==> config.mk <==
export PLATFORM = sky130hd
export DESIGN_NAME = instr_sequencer
export DESIGN_NICKNAME = d
export VERILOG_FILES = /design/src/rtl/iseq_pkg.sv /design/src/rtl/iseq_phase_ring.sv /design/src/rtl/iseq_boot_timer.sv /design/src/rtl/iseq_pc_track.sv /design/src/rtl/instr_sequencer.sv
export SDC_FILE = /design/constraint.sdc
export NUM_CORES = 1
export LEC_CHECK = 0
export BUFFER_PORTS_ARGS = -buffer_cell sky130_fd_sc_hd__clkbuf_2
export CAP_MARGIN = 40
export CELL_PAD_IN_SITES_DETAIL_PLACEMENT = 1
export CELL_PAD_IN_SITES_GLOBAL_PLACEMENT = 2
export CORE_MARGIN = 4
export CORE_UTILIZATION = 31
export DETAILED_ROUTE_END_ITERATION = 12
export GPL_TIMING_DRIVEN = 1
export PLACE_DENSITY = 0.8
export SLEW_MARGIN = 20
export SYNTH_ARGS = -nofsm -noshare
export SYNTH_HDL_FRONTEND = slang
export SYNTH_HIERARCHICAL = 1
export SYNTH_SLANG_ARGS = --single-unit
==> constraint.sdc <==
create_clock -name clk -period 1.9 [get_ports clk]
set_input_delay 0.285 -clock clk [delete_from_list [all_inputs] [get_ports clk]]
set_output_delay 0.285 -clock clk [all_outputs]
set_load 0.05 [all_outputs]
==> src/rtl/iseq_pkg.sv <==
package iseq_pkg;

    localparam int NUM_PHASES = 4;

    typedef enum logic [1:0] {
        ST_BOOT = 2'd0,
        ST_RUN  = 2'd1,
        ST_IDLE = 2'd2
    } seq_state_e;

endpackage

==> src/rtl/iseq_phase_ring.sv <==
module iseq_phase_ring #(
    parameter int NPH = 4
) (
    input  logic           clk,
    input  logic           rst,
    input  logic           active,
    output logic [NPH-1:0] strobe,
    output logic           last
);
    localparam int PW = (NPH > 1) ? $clog2(NPH) : 1;

    logic [PW-1:0] ph_q;

    always_ff @(posedge clk) begin
        if (rst || !active) begin
            ph_q <= '0;
        end else if (ph_q == PW'(NPH - 1)) begin
            ph_q <= '0;
        end else begin
            ph_q <= ph_q + PW'(1);
        end
    end

    assign last = active && (ph_q == PW'(NPH - 1));

    generate
        for (genvar i = 0; i < NPH; i++) begin : g_stb
            assign strobe[i] = active && (ph_q == PW'(i));
        end
    endgenerate

    // inside a cycle the strobe moves up one phase each clock
    a_r3_phase_step: assert property (@(posedge clk) disable iff (rst)
        (active && !last) |=> (strobe == ($past(strobe) << 1)));

    // after the last phase the ring either restarts at T1 or goes quiet
    a_r3_phase_wrap: assert property (@(posedge clk) disable iff (rst)
        last |=> (strobe == '0 || strobe == NPH'(1)));

endmodule

==> src/rtl/iseq_boot_timer.sv <==
module iseq_boot_timer #(
    parameter int CLKS = 1024
) (
    input  logic clk,
    input  logic rst,
    input  logic restart,
    input  logic counting,
    output logic done
);
    localparam int CW = (CLKS > 1) ? $clog2(CLKS) : 1;

    logic [CW-1:0] cnt_q;

    always_ff @(posedge clk) begin
        if (rst || restart) begin
            cnt_q <= '0;
        end else if (counting && !done) begin
            cnt_q <= cnt_q + CW'(1);
        end
    end

    assign done = counting && (cnt_q == CW'(CLKS - 1));

    // the count climbs by one on every clock of the wait
    a_r2_count_step: assert property (@(posedge clk) disable iff (rst)
        (counting && !done && !restart) |=> (cnt_q == $past(cnt_q) + CW'(1)));

    // a restart always begins a fresh wait from zero
    a_r11_restart_zero: assert property (@(posedge clk) disable iff (rst)
        restart |=> (cnt_q == '0));

endmodule

==> src/rtl/iseq_pc_track.sv <==
module iseq_pc_track #(
    parameter int PC_W = 12
) (
    input  logic            clk,
    input  logic            rst,
    input  logic            advance,
    input  logic            hold,
    input  logic            br_taken,
    input  logic [PC_W-1:0] br_target,
    output logic [PC_W-1:0] pc,
    output logic            valid
);
    logic take;

    assign take = br_taken && valid;

    always_ff @(posedge clk) begin
        if (rst) begin
            pc    <= '0;
            valid <= 1'b0;
        end else if (advance) begin
            if (take) begin
                pc    <= br_target;
                valid <= 1'b0;
            end else if (hold) begin
                valid <= 1'b0;
            end else begin
                pc    <= pc + PC_W'(1);
                valid <= 1'b1;
            end
        end
    end

    // a taken branch empties the following execute slot
    a_r7_flush: assert property (@(posedge clk) disable iff (rst)
        (advance && take) |=> (!valid && pc == $past(br_target)));

    // a plain boundary moves the fetch address up by one
    a_r5_step: assert property (@(posedge clk) disable iff (rst)
        (advance && !take && !hold) |=> (valid && pc == $past(pc) + PC_W'(1)));

    // nothing moves away from a boundary
    a_r4_hold: assert property (@(posedge clk) disable iff (rst)
        !advance |=> ($stable(pc) && $stable(valid)));

endmodule

==> src/rtl/instr_sequencer.sv <==
module instr_sequencer
    import iseq_pkg::*;
#(
    parameter int PC_W      = 12,
    parameter int BOOT_CLKS = 1024
) (
    input  logic                  clk,
    input  logic                  rst,
    input  logic                  halt_req,
    input  logic                  wake,
    input  logic                  br_taken,
    input  logic [PC_W-1:0]       br_target,
    output logic [NUM_PHASES-1:0] phase_stb,
    output logic [PC_W-1:0]       fetch_addr,
    output logic                  fetch_en,
    output logic                  exec_en,
    output logic                  exec_valid
);
    seq_state_e state_q, state_d;

    logic                  active;
    logic                  last;
    logic                  boot_done;
    logic                  boot_restart;
    logic                  advance;
    logic [NUM_PHASES-1:0] strobe;
    logic [PC_W-1:0]       pc;
    logic                  valid;

    // state register
    always_ff @(posedge clk) begin
        if (rst) begin
            state_q <= ST_BOOT;
        end else begin
            state_q <= state_d;
        end
    end

    // transitions
    always_comb begin
        state_d = state_q;
        unique case (state_q)
            ST_BOOT: if (boot_done)         state_d = ST_RUN;
            ST_RUN:  if (last && halt_req)  state_d = ST_IDLE;
            ST_IDLE: if (wake)              state_d = ST_BOOT;
            default:                        state_d = ST_BOOT;
        endcase
    end

    // outputs
    always_comb begin
        active       = (state_q == ST_RUN);
        advance      = active && last;
        boot_restart = (state_q == ST_IDLE) && wake;
        phase_stb    = strobe;
        fetch_en     = strobe[0];
        exec_en      = strobe[NUM_PHASES-1] && valid;
        fetch_addr   = pc;
        exec_valid   = valid;
    end

    iseq_phase_ring #(.NPH(NUM_PHASES)) u_ring (
        .clk    (clk),
        .rst    (rst),
        .active (active),
        .strobe (strobe),
        .last   (last)
    );

    iseq_boot_timer #(.CLKS(BOOT_CLKS)) u_timer (
        .clk      (clk),
        .rst      (rst),
        .restart  (boot_restart),
        .counting (state_q == ST_BOOT),
        .done     (boot_done)
    );

    iseq_pc_track #(.PC_W(PC_W)) u_pc (
        .clk       (clk),
        .rst       (rst),
        .advance   (advance),
        .hold      (halt_req),
        .br_taken  (br_taken),
        .br_target (br_target),
        .pc        (pc),
        .valid     (valid)
    );

    // reset leaves the block quiet at address zero
    a_r1_reset_quiet: assert property (@(posedge clk)
        rst |=> (phase_stb == '0 && !fetch_en && !exec_valid && fetch_addr == '0));

    // no fetch during the start-up wait
    a_r2_boot_no_fetch: assert property (@(posedge clk) disable iff (rst)
        (state_q == ST_BOOT) |-> (phase_stb == '0 && !fetch_en));

    // a halt at the end of T4 silences the strobes on the next clock
    a_r10_halt_stops: assert property (@(posedge clk) disable iff (rst)
        (advance && halt_req) |=> (phase_stb == '0 && !fetch_en && !exec_en));

    // the fetch address is frozen while halted
    a_r10_idle_frozen: assert property (@(posedge clk) disable iff (rst)
        (state_q == ST_IDLE && !wake) |=> $stable(fetch_addr));

    // the first cycle after start-up carries no instruction
    a_r6_first_empty: assert property (@(posedge clk) disable iff (rst)
        (state_q == ST_BOOT && boot_done) |=> !exec_valid);

    // a wake while halted goes back to the start-up wait
    a_r11_wake_boot: assert property (@(posedge clk) disable iff (rst)
        (state_q == ST_IDLE && wake) |=> (state_q == ST_BOOT));

endmodule

; ---- Yosys cells after proc, flatten, opt, wreduce, memory -nomap -nowiden
; Cells that the tools add are included.
[word_totals]
register_bits = 27
inputBits = 17
out_inout_bits = 19
word_cells = 46
[op_classes]
n_addsub = 3
n_eq_ne = 10
muxes = 8
reduce_logical = 20
[ops]
columns = op, n
row1 = 12-bit 2-to-1 mux, 2
row2 = 12-bit by 1-bit adder with 12-bit output (second input constant), 1
row3 = 1-bit logical AND, 11
row4 = 10-bit by 1-bit adder with 10-bit output (second input constant), 1
row5 = 10-bit equality test (second input constant), 1
row6 = 2-bit equality test (second input constant), 3
row7 = 2-bit 2-to-1 mux, 3
row8 = 2-bit inequality test (second input constant), 3
row9 = 2-bit case mux with 3 select lines, 1
row10 = 2-bit by 1-bit equality test with 1-bit output (second input constant), 2
row11 = 2-bit logical NOT, 2
row12 = 3-bit AND reduction, 1
row13 = 2-bit by 1-bit adder with 2-bit output (second input constant), 1
row14 = 1-bit logical NOT, 2
row15 = 1-bit logical OR, 2
row16 = 1-bit 2-to-1 mux, 2
row17 = 2-bit by 1-bit inequality test with 1-bit output (second input constant), 1
row18 = 2-bit AND reduction, 1
row19 = 2-bit OR reduction, 1

; ---- Logic depth before layout (Yosys ltp)
; Gate-level depths: netlist (run 1).
[logic_depth]
ltp_word = 5
mapped_depth = 8
ltp_nobuf = 7

; ---- By module
; Netlist (run 1), hierarchy kept.
[by_module_without_submodules]
columns = mod, instances, cells_each, area_each_um2, seq_area_each_um2
row1 = iseq_pc_track, 1, 107, 819.5, 260.2
row2 = iseq_boot_timer, 1, 57, 478.0, 200.2
row3 = iseq_phase_ring, 1, 15, 157.7, 40.0
row4 = instr_sequencer, 1, 15, 122.6, 40.0

; ---- Least setup slack after synthesis (run 1)
; Ideal clock, no wire load.
[synth_timing]
path_type = flip-flop to flip-flop
from = register u_pc.pc[0]
to = register u_pc.pc[6]
setup_time_ps = 134
arrival_time_ps = 1821
required_ps = 1766
path_slack_ps = -55
stages_incl_launch_ff = 6
n_path_buf = 0
period_less_slack_ps = 1955
cell_sequence = dfxtp_1 ha_1 nand4_2 or4_1 o21ai_0 a211oi_1
[synth_between]
elab_chain_cells = 3
[synth_rtl]
columns = item, line_no
row1 = from (decl), iseq_pc_track.sv:10  ; output logic [PC_W-1:0] pc,
row2 = from (signal assigned), iseq_pc_track.sv:23  ; pc <= br_target;
row3 = from (signal assigned), iseq_pc_track.sv:28  ; pc <= pc + PC_W'(1);
row4 = 12-bit by 1-bit adder with 12-bit output, iseq_pc_track.sv:28
row5 = 12-bit 2-to-1 mux, iseq_pc_track.sv:25  ; end else if (hold) begin
row6 = 12-bit 2-to-1 mux, iseq_pc_track.sv:22  ; if (take) begin
; Every way passes these cells. The select of a mux whose other input is x is not followed.
; A chain may end at the register's enable or synchronous reset.

; ---- Worst setup path after layout (run 1)
[layout_timing]
from = register state_q[1]
to = output exec_en
[layout_between]
elab_chain_cells = 3
[layout_rtl]
columns = item, line_no
row1 = from (decl), instr_sequencer.sv:19  ; seq_state_e state_q, state_d;
row2 = from (signal assigned), instr_sequencer.sv:35  ; state_q <= state_d;
row3 = 2-bit by 1-bit equality test with 1-bit output, instr_sequencer.sv:52  ; active = (state_q == ST_RUN);
row4 = named net active, instr_sequencer.sv:21  ; logic active;
row5 = 1-bit logical AND, iseq_phase_ring.sv:28  ; assign strobe[i] = active && (ph_q == PW'(i));
row6 = 1-bit logical AND, instr_sequencer.sv:57  ; exec_en = strobe[NUM_PHASES-1] && valid;
row7 = to (decl), instr_sequencer.sv:16  ; output logic exec_en,
; The timed path passes the listed nets, and every way through them passes these cells.

==> results of run 1 <==
==> layer usage <==
metal | GRT usage [%] | part of all wire (%) | vias up
met5 | 0 | 0 | -
met4 | 4.81 | 0.78 | 0
met3 | 3.40 | 4.2 | 2
met2 | 24.3 | 47 | 28
met1 | 21.7 | 48 | 779
li1 | - | - | 812
==> placed cells by master, fill, tap and decap left out, types with 2 or more instances in the layout <==
cell type	n
sky130_fd_sc_hd__a211oi_1	4
sky130_fd_sc_hd__a21oi_1	17
sky130_fd_sc_hd__a21oi_2	2
sky130_fd_sc_hd__a311oi_1	2
sky130_fd_sc_hd__a31oi_1	6
sky130_fd_sc_hd__and2_1	8
sky130_fd_sc_hd__and3_1	4
sky130_fd_sc_hd__buf_4	13
sky130_fd_sc_hd__clkbuf_2	34
sky130_fd_sc_hd__clkbuf_8	3
sky130_fd_sc_hd__dfxtp_1	23
sky130_fd_sc_hd__dfxtp_2	3
sky130_fd_sc_hd__ha_1	6
sky130_fd_sc_hd__inv_1	8
sky130_fd_sc_hd__mux2i_1	2
sky130_fd_sc_hd__nand2_1	12
sky130_fd_sc_hd__nand2b_1	6
sky130_fd_sc_hd__nand3_1	13
sky130_fd_sc_hd__nand4_2	3
sky130_fd_sc_hd__nand4b_1	2
sky130_fd_sc_hd__nor2_1	14
sky130_fd_sc_hd__nor3_1	8
sky130_fd_sc_hd__nor4_1	5
sky130_fd_sc_hd__o21ai_0	7
sky130_fd_sc_hd__o21ai_1	2
sky130_fd_sc_hd__o31ai_1	3
sky130_fd_sc_hd__or3_1	3
sky130_fd_sc_hd__or4_1	2
==> sequential cells by signal, summed over array words and instances, names as in the netlist <==
register / cells
u_ring/ph_q: 2
u_timer/cnt_q: 10
u_pc/pc: 12
state_q: 2
u_pc/valid: 1
==> where the power goes <==
group          switching (W)  total (W)  internal, W
Clock               0.000189   0.000338     0.000149
Sequential        0.00000483   0.000574     0.000570
Combinational      0.0000264  0.0000496    0.0000232
Total               0.000220   0.000962     0.000742
==> repair_timing <==
action / in CTS / in global routing
gates resized for setup: 2 / 3
cloned: 0 / 0
pin swaps: 0 / 0
endpoints found under the setup margin: 1 / 4
setup buffers: 0 / 1
==> through the flow <==
step                hold slack (ps)  TNS (ps)  power, W
global placement                469         0  0.000639
global route                    256   -0.0729   0.00102
CTS                             246         0  0.000985
finish                          253         0  0.000962
floorplan                       347         0  0.000608
detailed placement              480         0  0.000639
==> layout make-up <==
type	count	share of cell area, %
multi-input cells	152	49.8
flip-flops and latches	27	28.1
inverters	8	1.54
well taps	67	4.30
repair buffers	47	13.7
clock inverters	1	0.385
clock buffers	3	2.12
==> worst max-delay path by stage <==
stage / start / endpoint / slack, ps / depth (start not counted)
global route: state_q[1]$_SDFFE_PP0P_ / exec_en / -0.07 / 5
finish: state_q[1]$_SDFFE_PP0P_ / exec_en / 80 / 5
CTS: state_q[1]$_SDFFE_PP0P_ / exec_en / 40 / 5
floorplan: u_pc/pc[3]$_SDFFE_PP0P_ / u_pc/pc[6]$_SDFFE_PP0P_ / 160 / 4
detailed placement: u_ring/ph_q[0]$_SDFF_PP0_ / u_pc/pc[1]$_SDFFE_PP0P_ / 140 / 8
global placement: state_q[1]$_SDFFE_PP0P_ / u_timer/cnt_q[7]$_SDFFE_PP0P_ / 220 / 5
==> cells by family after synthesis <==
logic type	count (synthesis)	share of synthesized area, %
AOI/OAI and AO/OA	50	19.8
adders and majority gates	6	4.76
buffers and inverters	15	4.28
and+or+nand+nor	93	35.1
DFF	27	34.3
xor gates and xnor gates	1	0.555
muxes	2	1.27
==> worst reg2reg max path, stage by stage (launching register included) <==
cell and delay, ps:
sky130_fd_sc_hd__dfxtp_4 370, sky130_fd_sc_hd__and2b_2 250, sky130_fd_sc_hd__and2_1 140, sky130_fd_sc_hd__and2_1 150, sky130_fd_sc_hd__buf_4 180, sky130_fd_sc_hd__o21ai_1 110
sky130_fd_sc_hd__or3_1 320, sky130_fd_sc_hd__a31oi_1 160
==> results.rst, run 1 <==
.. list-table::
   :header-rows: 1

   * - Metric
     - Value
   * - Worst IR drop on VDD
     - 0.000351 V
   * - Highest clock rate
     - 549 MHz
   * - Cells along the critical path
     - and2b_2 > and2_1 > buf_4 > and2_1 > buf_4
   * - Number of instances in the placed design
     - 300
   * - Longest individual stage delay on the worst path
     - 380 ps
   * - Library cell with the highest instance count after synthesis
     - sky130_fd_sc_hd__dfxtp_1
   * - Ant. Diodes
     - 0
   * - Final net count
     - about 260
   * - Crit share post-route
     - around 96%
   * - Overall fraction of global-route tracks in use
     - 15.7%
   * - Skew final
     - approximately 12 ps
   * - Min-Delay Path Class
     - input port to flop
   * - Fraction of final layout cells with drive strength greater than 1
     - 29.0%
   * - Leading cell types by total area after synthesis
     - sky130_fd_sc_hd__dfxtp_1 34%, sky130_fd_sc_hd__a21oi_1 5.4%, sky130_fd_sc_hd__ha_1 4.8%, sky130_fd_sc_hd__nand3_1 4.1%, sky130_fd_sc_hd__nor2_1 3.3%
   * - Cell count of the worst hold path
     - 3
   * - Antenna violations before repair
     - 0
   * - Rel. slew slack
     - approximately 78%
   * - Global-route wire length before repair
     - 7.81 mm
   * - Number of iterations in the first detailed-routing pass
     - 4
   * - Area growth from synthesis to layout
     - 23.5%
   * - Netlist area before placement
     - roughly 0.0016 sq mm
   * - Count of maximum capacitance violations
     - 0
   * - Die Outline Area
     - 0.00629 sq mm
   * - Share of synthesized registers carrying an async set or reset
     - 0%
   * - TritonCTS clock tree
     - done
   * - Final wirelength
     - ~4.6 mm
   * - Hold-fix buffers at CTS
     - 0
   * - Ratio of total power to cell area
     - approximately 490 mW/mm^2
   * - Worst path arrival time
     - ~1500 ps
   * - Final cell count without fillers
     - between 300 and 400
   * - Flip-flop and latch count after synthesis
     - 27
   * - Slack of the critical path
     - approximately 80 ps
   * - Detail-routed via count per cell
     - 5.31
   * - Sequential-to-total area share from yosys stat
     - approximately 34%
   * - Effective utilization at floorplan
     - 32.8%
   * - Maximum fanout encountered on the critical timing path
     - 7
   * - Count of input and output buffers
     - 35
   * - Count of cell types in the netlist
     - 48
   * - Share of the synthesized area in the top cell type
     - 34.3%
   * - Leakage dissipation
     - 0.762 nW
   * - Worst-path cell with the longest stage delay
     - sky130_fd_sc_hd__dfxtp_4
   * - Cell taking the most area after synthesis
     - sky130_fd_sc_hd__dfxtp_1
   * - Worst Reg-to-Reg Cells
     - 7
   * - Worst Setup Slack post-DPL
     - 144 ps
   * - Setup crit start kind
     - flop
   * - Hold_sp
     - br_target[1]
   * - CP required
     - ~1600 ps
   * - Maximum number of pins on one net before global-route repair
     - 17
   * - Final HPWL DP
     - 3.61 mm
   * - Top-level port count
     - 36
   * - Number of global-route vias before repair
     - 1568
   * - Vias after detailed routing
     - ~1600
   * - Critical path buffers and inverters
     - 2
   * - RR Startpoint
     - state_q[1]$_SDFFE_PP0P_
   * - # clock sinks
     - 27
   * - Vertical extent of the die
     - just under 80 um
   * - DR iter-0 viols
     - 92
   * - Count of nets left with antenna violations after detail routing
     - 0
   * - Total CTS buffers
     - 3
   * - Synth Net Count
     - 217
   * - Clock insertion delay at the later pin of the skew report
     - 280 ps
   * - List of most frequent post-synthesis cells
     - 27 x sky130_fd_sc_hd__dfxtp_1, 17 x sky130_fd_sc_hd__a21oi_1, 14 x sky130_fd_sc_hd__nor2_1
   * - Slack of the worst reg-to-reg path
     - 140 ps
   * - Longest Clk Path Bufs
     - 2
   * - Hold endpoint
     - u_pc/pc[1]$_SDFFE_PP0P_
   * - Final Critical Period
     - between 1500 and 2000 ps
   * - Core outline area
     - 0.00482 sq mm
   * - Cell chosen for the clock root
     - sky130_fd_sc_hd__clkbuf_8
   * - Main synth FF type
     - sky130_fd_sc_hd__dfxtp_1
   * - Remaining Overflow, GRT
     - 0
   * - Total number of yosys warnings
     - 6
   * - WL per Instance
     - between 15 and 20 um
   * - Slew of the pin with the lowest slew margin
     - between 300 and 400 ps
   * - Category of cells accounting for the largest share of critical-path delay
     - simple AND/OR/NAND/NOR gates
   * - Number of placement rows
     - 25
   * - Filler Cells Inserted
     - 619
   * - Reg area
     - 548 sq um
   * - Die width
     - 79.3 um
   * - Post-Synthesis Mean Instance Area
     - 8.13 sq um
   * - Final setup violation count
     - 0
   * - Final weighted congestion in routability-driven placement
     - 0.756
   * - Combined area of the multi-input logic cells
     - 970 sq um
   * - Final instance area
     - 0.00195 sq mm
   * - Max-slew violation count
     - 0
   * - Post-route DRC violation count
     - 0
   * - Final Hold Vio Count
     - 0
   * - Critical Setup Path Class
     - flop to output port
   * - H-tree depth
     - 1
   * - Endpoint of the most critical register-to-register path
     - u_pc/pc[0]$_SDFFE_PP0P_
   * - Cells after Synth
     - 194
   * - Post-placement cell area
     - 0.00188 sq mm
   * - Result of the run
     - finished clean
   * - Final cell utilization of the core
     - 40.4%
   * - Clock-pin slew on the worst setup and hold paths
     - 100 ps
   * - Category of the worst setup path capture point
     - output port
   * - Number of flops mapped to enable cells by yosys
     - 0
Note: power is estimated with default switching activity, not from simulation.
==> inputs of run 2 (changes only) <==
--- a/config.mk
+++ b/config.mk
@@ -14,6 +14,7 @@
 export DETAILED_ROUTE_END_ITERATION = 12
 export GPL_TIMING_DRIVEN = 1
 export PLACE_DENSITY = 0.8
+export SETUP_SLACK_MARGIN = 0.15
 export SLEW_MARGIN = 20
 export SYNTH_ARGS = -nofsm -noshare
 export SYNTH_HDL_FRONTEND = slang
==> results.rst, run 2 (same netlist as run 1, synthesis figures left out) <==
.. list-table::
   :header-rows: 1

   * - Metric
     - Value
   * - Worst IR drop on VDD
     - 0.000353 V (+0.38%)
   * - Skew final
     - 12.4 ps (+0.251 ps)
   * - Maximum fanout encountered on the critical timing path
     - 3 (-4)
   * - Longest Clk Path Bufs
     - 2 (unchanged)
   * - Result of the run
     - finished clean
   * - Final HPWL DP
     - 3.61 mm (unchanged)
   * - Count of input and output buffers
     - 35 (unchanged)
   * - Reg area
     - 547 sq um (-0.23%)
   * - Final setup violation count
     - 0 (unchanged)
   * - Setup repair after global routing missed its margin
     - yes
   * - Worst Setup Slack post-DPL
     - 144 ps (unchanged)
   * - Top-level port count
     - 36 (unchanged)
   * - Global-route wire length before repair
     - 7.91 mm (+1.2%)
   * - Filler Cells Inserted
     - 618 (-0.16%)
   * - Ratio of total power to cell area
     - 477 mW/mm^2 (-3.5%)
   * - Number of iterations in the first detailed-routing pass
     - 4 (unchanged)
   * - H-tree depth
     - 1 (unchanged)
   * - # clock sinks
     - 27 (unchanged)
   * - Final cell count without fillers
     - 309 (+1.3%)
   * - Clock-pin slew on the worst setup and hold paths
     - 100 ps (about the same)
   * - Register with the most flip-flops
     - u_pc/pc
   * - Slew of the pin with the lowest slew margin
     - 331 ps (unchanged)
   * - Fraction of final layout cells with drive strength greater than 1
     - 33.5% (+4.5 points)
   * - Final Hold Vio Count
     - 0 (unchanged)
   * - Number of placement rows
     - 25 (unchanged)
   * - Max-slew violation count
     - 0 (unchanged)
   * - Maximum number of pins on one net before global-route repair
     - 17 (unchanged)
   * - Total CTS buffers
     - 3 (unchanged)
   * - CP required
     - 1620 ps (about the same)
   * - Highest clock rate
     - 594 MHz (+8.1%)
   * - Area growth from synthesis to layout
     - 28.2%
   * - Remaining Overflow, GRT
     - 0 (unchanged)
   * - Die width
     - 79.3 um (unchanged)
   * - Cell chosen for the clock root
     - sky130_fd_sc_hd__clkbuf_8
   * - Hold-fix buffers at CTS
     - 0 (unchanged)
   * - Final Critical Period
     - 1680 ps (-136 ps)
   * - Final sum of negative setup slack
     - 0 ps (unchanged)
   * - Setup crit start kind
     - flop
   * - Rel. slew slack
     - 77.7% (unchanged)
   * - Final weighted congestion in routability-driven placement
     - 0.756 (unchanged)
   * - Final wirelength
     - 4.72 mm (+2.5%)
   * - Count of maximum capacitance violations
     - 0 (unchanged)
   * - Largest register FFs
     - 12 (unchanged)
   * - Worst path arrival time
     - 1400 ps (-130 ps)
   * - Core outline area
     - 0.00482 sq mm (unchanged)
   * - Effective utilization at floorplan
     - 32.8% (unchanged)
   * - Number of instances in the placed design
     - 300 (unchanged)
   * - Largest registers in the final layout
     - u_pc/pc: 12 flops, u_timer/cnt_q: 10 flops
   * - Slack of the critical path
     - 216 ps (+136 ps)
   * - Clock insertion delay at the later pin of the skew report
     - 280 ps (about the same)
   * - Post-route DRC violation count
     - 0 (unchanged)
   * - Crit share post-route
     - 88.6% (-7.1 points)
   * - TritonCTS clock tree
     - done
   * - DR iter-0 viols
     - 78 (-15%)
   * - Category of the worst setup path capture point
     - output port
   * - Final net count
     - 266 (+1.5%)
   * - Min-Delay Path Class
     - input port to flop
   * - Vertical extent of the die
     - 79.3 um (unchanged)
   * - Combined area of the multi-input logic cells
     - 1000 sq um (+3.1%)
   * - Overall fraction of global-route tracks in use
     - 15.9% (+0.21 points)
   * - Leakage dissipation
     - 0.795 nW (+4.3%)
   * - Die Outline Area
     - 0.00629 sq mm (unchanged)
   * - Most common library cell in the layout ignoring fill and taps
     - sky130_fd_sc_hd__clkbuf_2
   * - Detail-routed via count per cell
     - 5.28 (-0.69%)
   * - Ant. Diodes
     - 0 (unchanged)
   * - WL per Instance
     - 15.3 um (+1.1%)
   * - Antenna violations before repair
     - 0 (unchanged)
   * - Vias after detailed routing
     - 1631 (+0.62%)
   * - Critical Setup Path Class
     - flop to output port
   * - Most frequent cells in the layout
     - 32 x sky130_fd_sc_hd__clkbuf_2, 22 x sky130_fd_sc_hd__dfxtp_1, 17 x sky130_fd_sc_hd__a21oi_1
   * - Hold_ws
     - 258 ps (+5.69 ps)
   * - Number of global-route vias before repair
     - 1585 (+1.1%)
   * - Count of nets left with antenna violations after detail routing
     - 0 (unchanged)
## run 2: repair_timing
action | in CTS | in global routing
buffers inserted | 3 | 2
gates resized for setup | 7 | 11
setup endpoints to repair | 4 | 12
## run 2: power by group
part	total, W	leakage, nW	internal (W)	switching (W)
clock	0.000338	0.0217	0.000149	0.000189
sequential	0.000576	0.221	0.000571	0.00000485
combinational	0.0000498	0.552	0.0000232	0.0000266
total	0.000964	0.795	0.000743	0.000220
## run 2: final timing paths
kind | startpoint | end | slack, ps | cells past startpoint
setup / recovery | state_q[1]$_SDFFE_PP0P_ | exec_en | 220 | 5
hold / removal | br_target[1] | u_pc/pc[1]$_SDFFE_PP0P_ | 260 | 3
setup reg to reg | state_q[0]$_SDFFE_PP0P_ | u_timer/cnt_q[7]$_SDFFE_PP0P_ | 250 | 5
hold reg to reg | u_timer/cnt_q[1]$_SDFFE_PP0P_ | u_timer/cnt_q[1]$_SDFFE_PP0P_ | 480 | 2
## run 2: area by class of cell
type / count / share of cell area, %
multi-input combinational: 152 / 49.4
sequential: 27 / 27.0
timing repair buffer: 51 / 15.5
tap: 67 / 4.15
clock buffer: 3 / 2.04
inverter: 8 / 1.49
clock inverter: 1 / 0.371
## run 2: per-stage QoR
stage	power [W]	instance area, sq um	util, %
after floorplan	0.000608	1580	-
after global routing	0.00102	2020	42.0
after detailed placement	0.000639	1880	39.1
after CTS	0.000985	1970	41.0
after global placement	0.000639	1880	39.1
final	0.000964	2020	42.0
## run 2: worst max-delay path: stages (launching register included)
cell and delay [ps]:
sky130_fd_sc_hd__dfxtp_2 350, sky130_fd_sc_hd__and2b_2 220, sky130_fd_sc_hd__and2_4 140, sky130_fd_sc_hd__buf_6 110, sky130_fd_sc_hd__and2_4 150, sky130_fd_sc_hd__buf_8 140
## run 2: per-layer routing
metal | up-vias | part of all wire (%) | global-route usage, %
met2 | 25 | 48 | 25.0
li1 | 821 | - | -
met1 | 783 | 48 | 21.7
met4 | 0 | 0.76 | 4.81
met5 | - | 0 | 0
met3 | 2 | 3.8 | 3.40
==> inputs of run 3 (changes only) <==
--- a/config.mk
+++ b/config.mk
@@ -10,10 +10,11 @@
 export CELL_PAD_IN_SITES_DETAIL_PLACEMENT = 1
 export CELL_PAD_IN_SITES_GLOBAL_PLACEMENT = 2
 export CORE_MARGIN = 4
-export CORE_UTILIZATION = 31
+export CORE_UTILIZATION = 28
 export DETAILED_ROUTE_END_ITERATION = 12
 export GPL_TIMING_DRIVEN = 1
-export PLACE_DENSITY = 0.8
+export HOLD_SLACK_MARGIN = 0.06
+export PLACE_DENSITY = 0.77
 export SETUP_SLACK_MARGIN = 0.15
 export SLEW_MARGIN = 20
 export SYNTH_ARGS = -nofsm -noshare
==> constraint.sdc (replaced) <==
create_clock -name clk -period 1.5 [get_ports clk]
set_input_delay 0.225 -clock clk [delete_from_list [all_inputs] [get_ports clk]]
set_output_delay 0.225 -clock clk [all_outputs]
set_load 0.05 [all_outputs]
==> results.rst, run 3 (same netlist as run 1, synthesis figures left out) <==
.. list-table::
   :header-rows: 1

   * - Metric
     - Value
   * - Cell chosen for the clock root
     - sky130_fd_sc_hd__clkbuf_8
   * - Max-slew violation count
     - 0 (unchanged)
   * - Crit share post-route
     - 113%
   * - Overall fraction of global-route tracks in use
     - 17.7% (+1.8 points)
   * - Hold_sp
     - br_target[0]
   * - Violations in the final reports
     - setup timing
   * - Critical Setup Path Class
     - flop to flop
   * - Total chip power
     - 0.00126 W (+31%)
   * - Slew of the pin with the lowest slew margin
     - 339 ps (+7.55 ps)
   * - CP required
     - 1670 ps (+50 ps)
   * - Clock insertion delay at the later pin of the skew report
     - 280 ps (about the same)
   * - Worst IR drop on VDD
     - 0.000443 V (+25%)
   * - Final setup violation count
     - 22 (+22)
   * - Number of global-route vias before repair
     - 1964 (+24%)
   * - Antenna violations before repair
     - 0 (unchanged)
   * - Ant. Diodes
     - 0 (unchanged)
   * - Number of iterations in the first detailed-routing pass
     - 4 (unchanged)
   * - Maximum fanout encountered on the critical timing path
     - 5 (+2)
   * - Final net count
     - 307 (+15%)
   * - Highest clock rate
     - roughly 600 MHz
   * - Leakage dissipation
     - 1.16 nW (+46%)
   * - H-tree depth
     - 1 (unchanged)
   * - Setup repair after global routing missed its margin
     - yes
   * - Remaining Overflow, GRT
     - 0 (unchanged)
   * - Area growth from synthesis to layout
     - 81.7%
   * - Final wirelength
     - 6.23 mm (+32%)
   * - Min-Delay Path Class
     - input port to flop
   * - Hold_ws
     - 212 ps (-46.5 ps)
   * - Count of maximum capacitance violations
     - 0 (unchanged)
   * - Effective utilization at floorplan
     - 28.8% (-3.9 points)
   * - Top-level port count
     - 36 (unchanged)
   * - Ratio of total power to cell area
     - 440 mW/mm^2 (-7.7%)
   * - Hold-fix buffers at CTS
     - 0 (unchanged)
   * - Register with the most flip-flops
     - u_pc/pc
   * - Die width
     - 83.1 um (+4.7%)
   * - Filler Cells Inserted
     - 642 (+3.9%)
   * - Fraction of final layout cells with drive strength greater than 1
     - 64.7% (+31 points)
   * - Hold endpoint
     - u_pc/pc[0]$_SDFFE_PP0P_
   * - Most frequent cells in the layout
     - 40 x sky130_fd_sc_hd__buf_4, 27 x sky130_fd_sc_hd__clkbuf_2, 16 x sky130_fd_sc_hd__buf_6
   * - Number of placement rows
     - 27 (+8.0%)
   * - Clock-pin slew on the worst setup and hold paths
     - 110 ps (about the same)
   * - Most common library cell in the layout ignoring fill and taps
     - sky130_fd_sc_hd__buf_4
   * - Slack of the worst reg-to-reg path
     - -200 ps (-450 ps)
   * - DR iter-0 viols
     - 57 (-27%)
   * - Worst path arrival time
     - 1870 ps (+470 ps)
   * - Final HPWL DP
     - 3.90 mm (+8.2%)
   * - # clock sinks
     - 27 (unchanged)
   * - Count of nets left with antenna violations after detail routing
     - 0 (unchanged)
   * - Core outline area
     - 0.00547 sq mm (+14%)
   * - RR Startpoint
     - state_q[1]$_SDFFE_PP0P_
   * - TritonCTS clock tree
     - done
   * - Endpoint of the most critical register-to-register path
     - u_pc/pc[1]$_SDFFE_PP0P_
   * - Rel. slew slack
     - 77.2% (-0.51 points)
   * - Final Hold Vio Count
     - 0 (unchanged)
   * - Result of the run
     - complete, but fails checks
   * - Longest Clk Path Bufs
     - 2 (unchanged)
   * - Worst Reg-to-Reg Cells
     - 8 (+3)
   * - Global-route wire length before repair
     - 10.2 mm (+29%)
   * - Count of input and output buffers
     - 35 (unchanged)
   * - Vias after detailed routing
     - 1850 (+13%)
   * - Final weighted congestion in routability-driven placement
     - 0.780 (+3.1%)
   * - Largest registers in the final layout
     - u_pc/pc: 12 flops, u_timer/cnt_q: 10 flops
   * - Slack of the critical path
     - -199 ps (-415 ps)
   * - Combined area of the multi-input logic cells
     - 0.00133 sq mm (+33%)
   * - Category of the worst setup path capture point
     - flop
   * - Final Critical Period
     - about 1700 ps
   * - Cell count of the worst hold path
     - 3 (unchanged)
   * - Worst Setup Slack post-DPL
     - -196 ps (-340 ps)
   * - Reg area
     - 577 sq um (+5.5%)
   * - Detail-routed via count per cell
     - 5.21 (-1.3%)
   * - Post-route DRC violation count
     - 0 (unchanged)
   * - Total CTS buffers
     - 3 (unchanged)
   * - Setup crit start kind
     - flop
   * - Skew final
     - 11.5 ps (-0.915 ps)
   * - WL per Instance
     - 17.5 um (+15%)
   * - Maximum number of pins on one net before global-route repair
     - 15 (-2)
   * - Die Outline Area
     - 0.00690 sq mm (+9.6%)
   * - Vertical extent of the die
     - 83.1 um (+4.7%)
   * - Largest register FFs
     - 12 (unchanged)
## run 3: layer usage
layer	up-vias	GRT usage, %	wire [um]
met5	-	0	0
met4	0	2.67	66
met3	8	2.38	155
met2	27	33.3	3390
met1	919	21.6	2620
li1	896	-	-
## run 3: worst max-delay path, stage by stage, from the launching register on
cell and delay (ps):
sky130_fd_sc_hd__dfxtp_2 340, sky130_fd_sc_hd__and2b_2 240, sky130_fd_sc_hd__and2_4 150, sky130_fd_sc_hd__and2_4 180, sky130_fd_sc_hd__inv_4 50, sky130_fd_sc_hd__a21oi_4 190
sky130_fd_sc_hd__buf_12 150, sky130_fd_sc_hd__nor2_2 40, sky130_fd_sc_hd__a311oi_2 250
## run 3: repair_timing
item / CTS / global route
setup endpoints to repair: 30 / 32
pin swaps: 22 / 13
resized for setup: 75 / 45
setup buffers: 17 / 7
## run 3: stage by stage
| stage | util (%) | instance area, sq um | setup TNS [ps] | instances |
|---|---|---|---|---|
| 3_5_place_dp | 38.7 | 2120 | -1500 | 327 |
| 5_1_grt | 52.4 | 2870 | -3230 | 355 |
| 4_1_cts | 48.2 | 2640 | -720 | 348 |
| 2_1_floorplan | - | 1650 | -158 | 194 |
| 3_3_place_gp | 38.7 | 2120 | -673 | 327 |
| 6_report | 52.4 | 2870 | -2070 | 355 |
## run 3: area by class of cell
type / instances / area share, %
inverters: 8 / 1.13
clock buffers: 4 / 1.57
flip-flops and latches: 27 / 20.1
multi-input cells: 152 / 46.4
well taps: 72 / 3.14
repair buffers: 92 / 27.7
## run 3: worst max path at each step
stage / start / to / slack, ps / cells past startpoint
4_1_cts: state_q[1]$_SDFFE_PP0P_ / exec_en / -140 / 5
3_5_place_dp: state_q[1]$_SDFFE_PP0P_ / u_pc/pc[10]$_SDFFE_PP0P_ / -200 / 7
6_report: state_q[1]$_SDFFE_PP0P_ / u_pc/pc[1]$_SDFFE_PP0P_ / -200 / 8
2_1_floorplan: state_q[1]$_SDFFE_PP0P_ / u_pc/pc[10]$_SDFFE_PP0P_ / -30 / 8
3_3_place_gp: state_q[0]$_SDFFE_PP0P_ / u_timer/cnt_q[7]$_SDFFE_PP0P_ / -120 / 5
5_1_grt: state_q[1]$_SDFFE_PP0P_ / u_pc/pc[1]$_SDFFE_PP0P_ / -240 / 8
## run 3: where the power goes
part | internal (W) | total, W | switching, W | leakage [nW]
clock network | 0.000191 | 0.000436 | 0.000245 | 0.0228
registers | 0.000717 | 0.000728 | 0.0000115 | 0.229
logic | 0.0000496 | 0.0000976 | 0.0000480 | 0.908
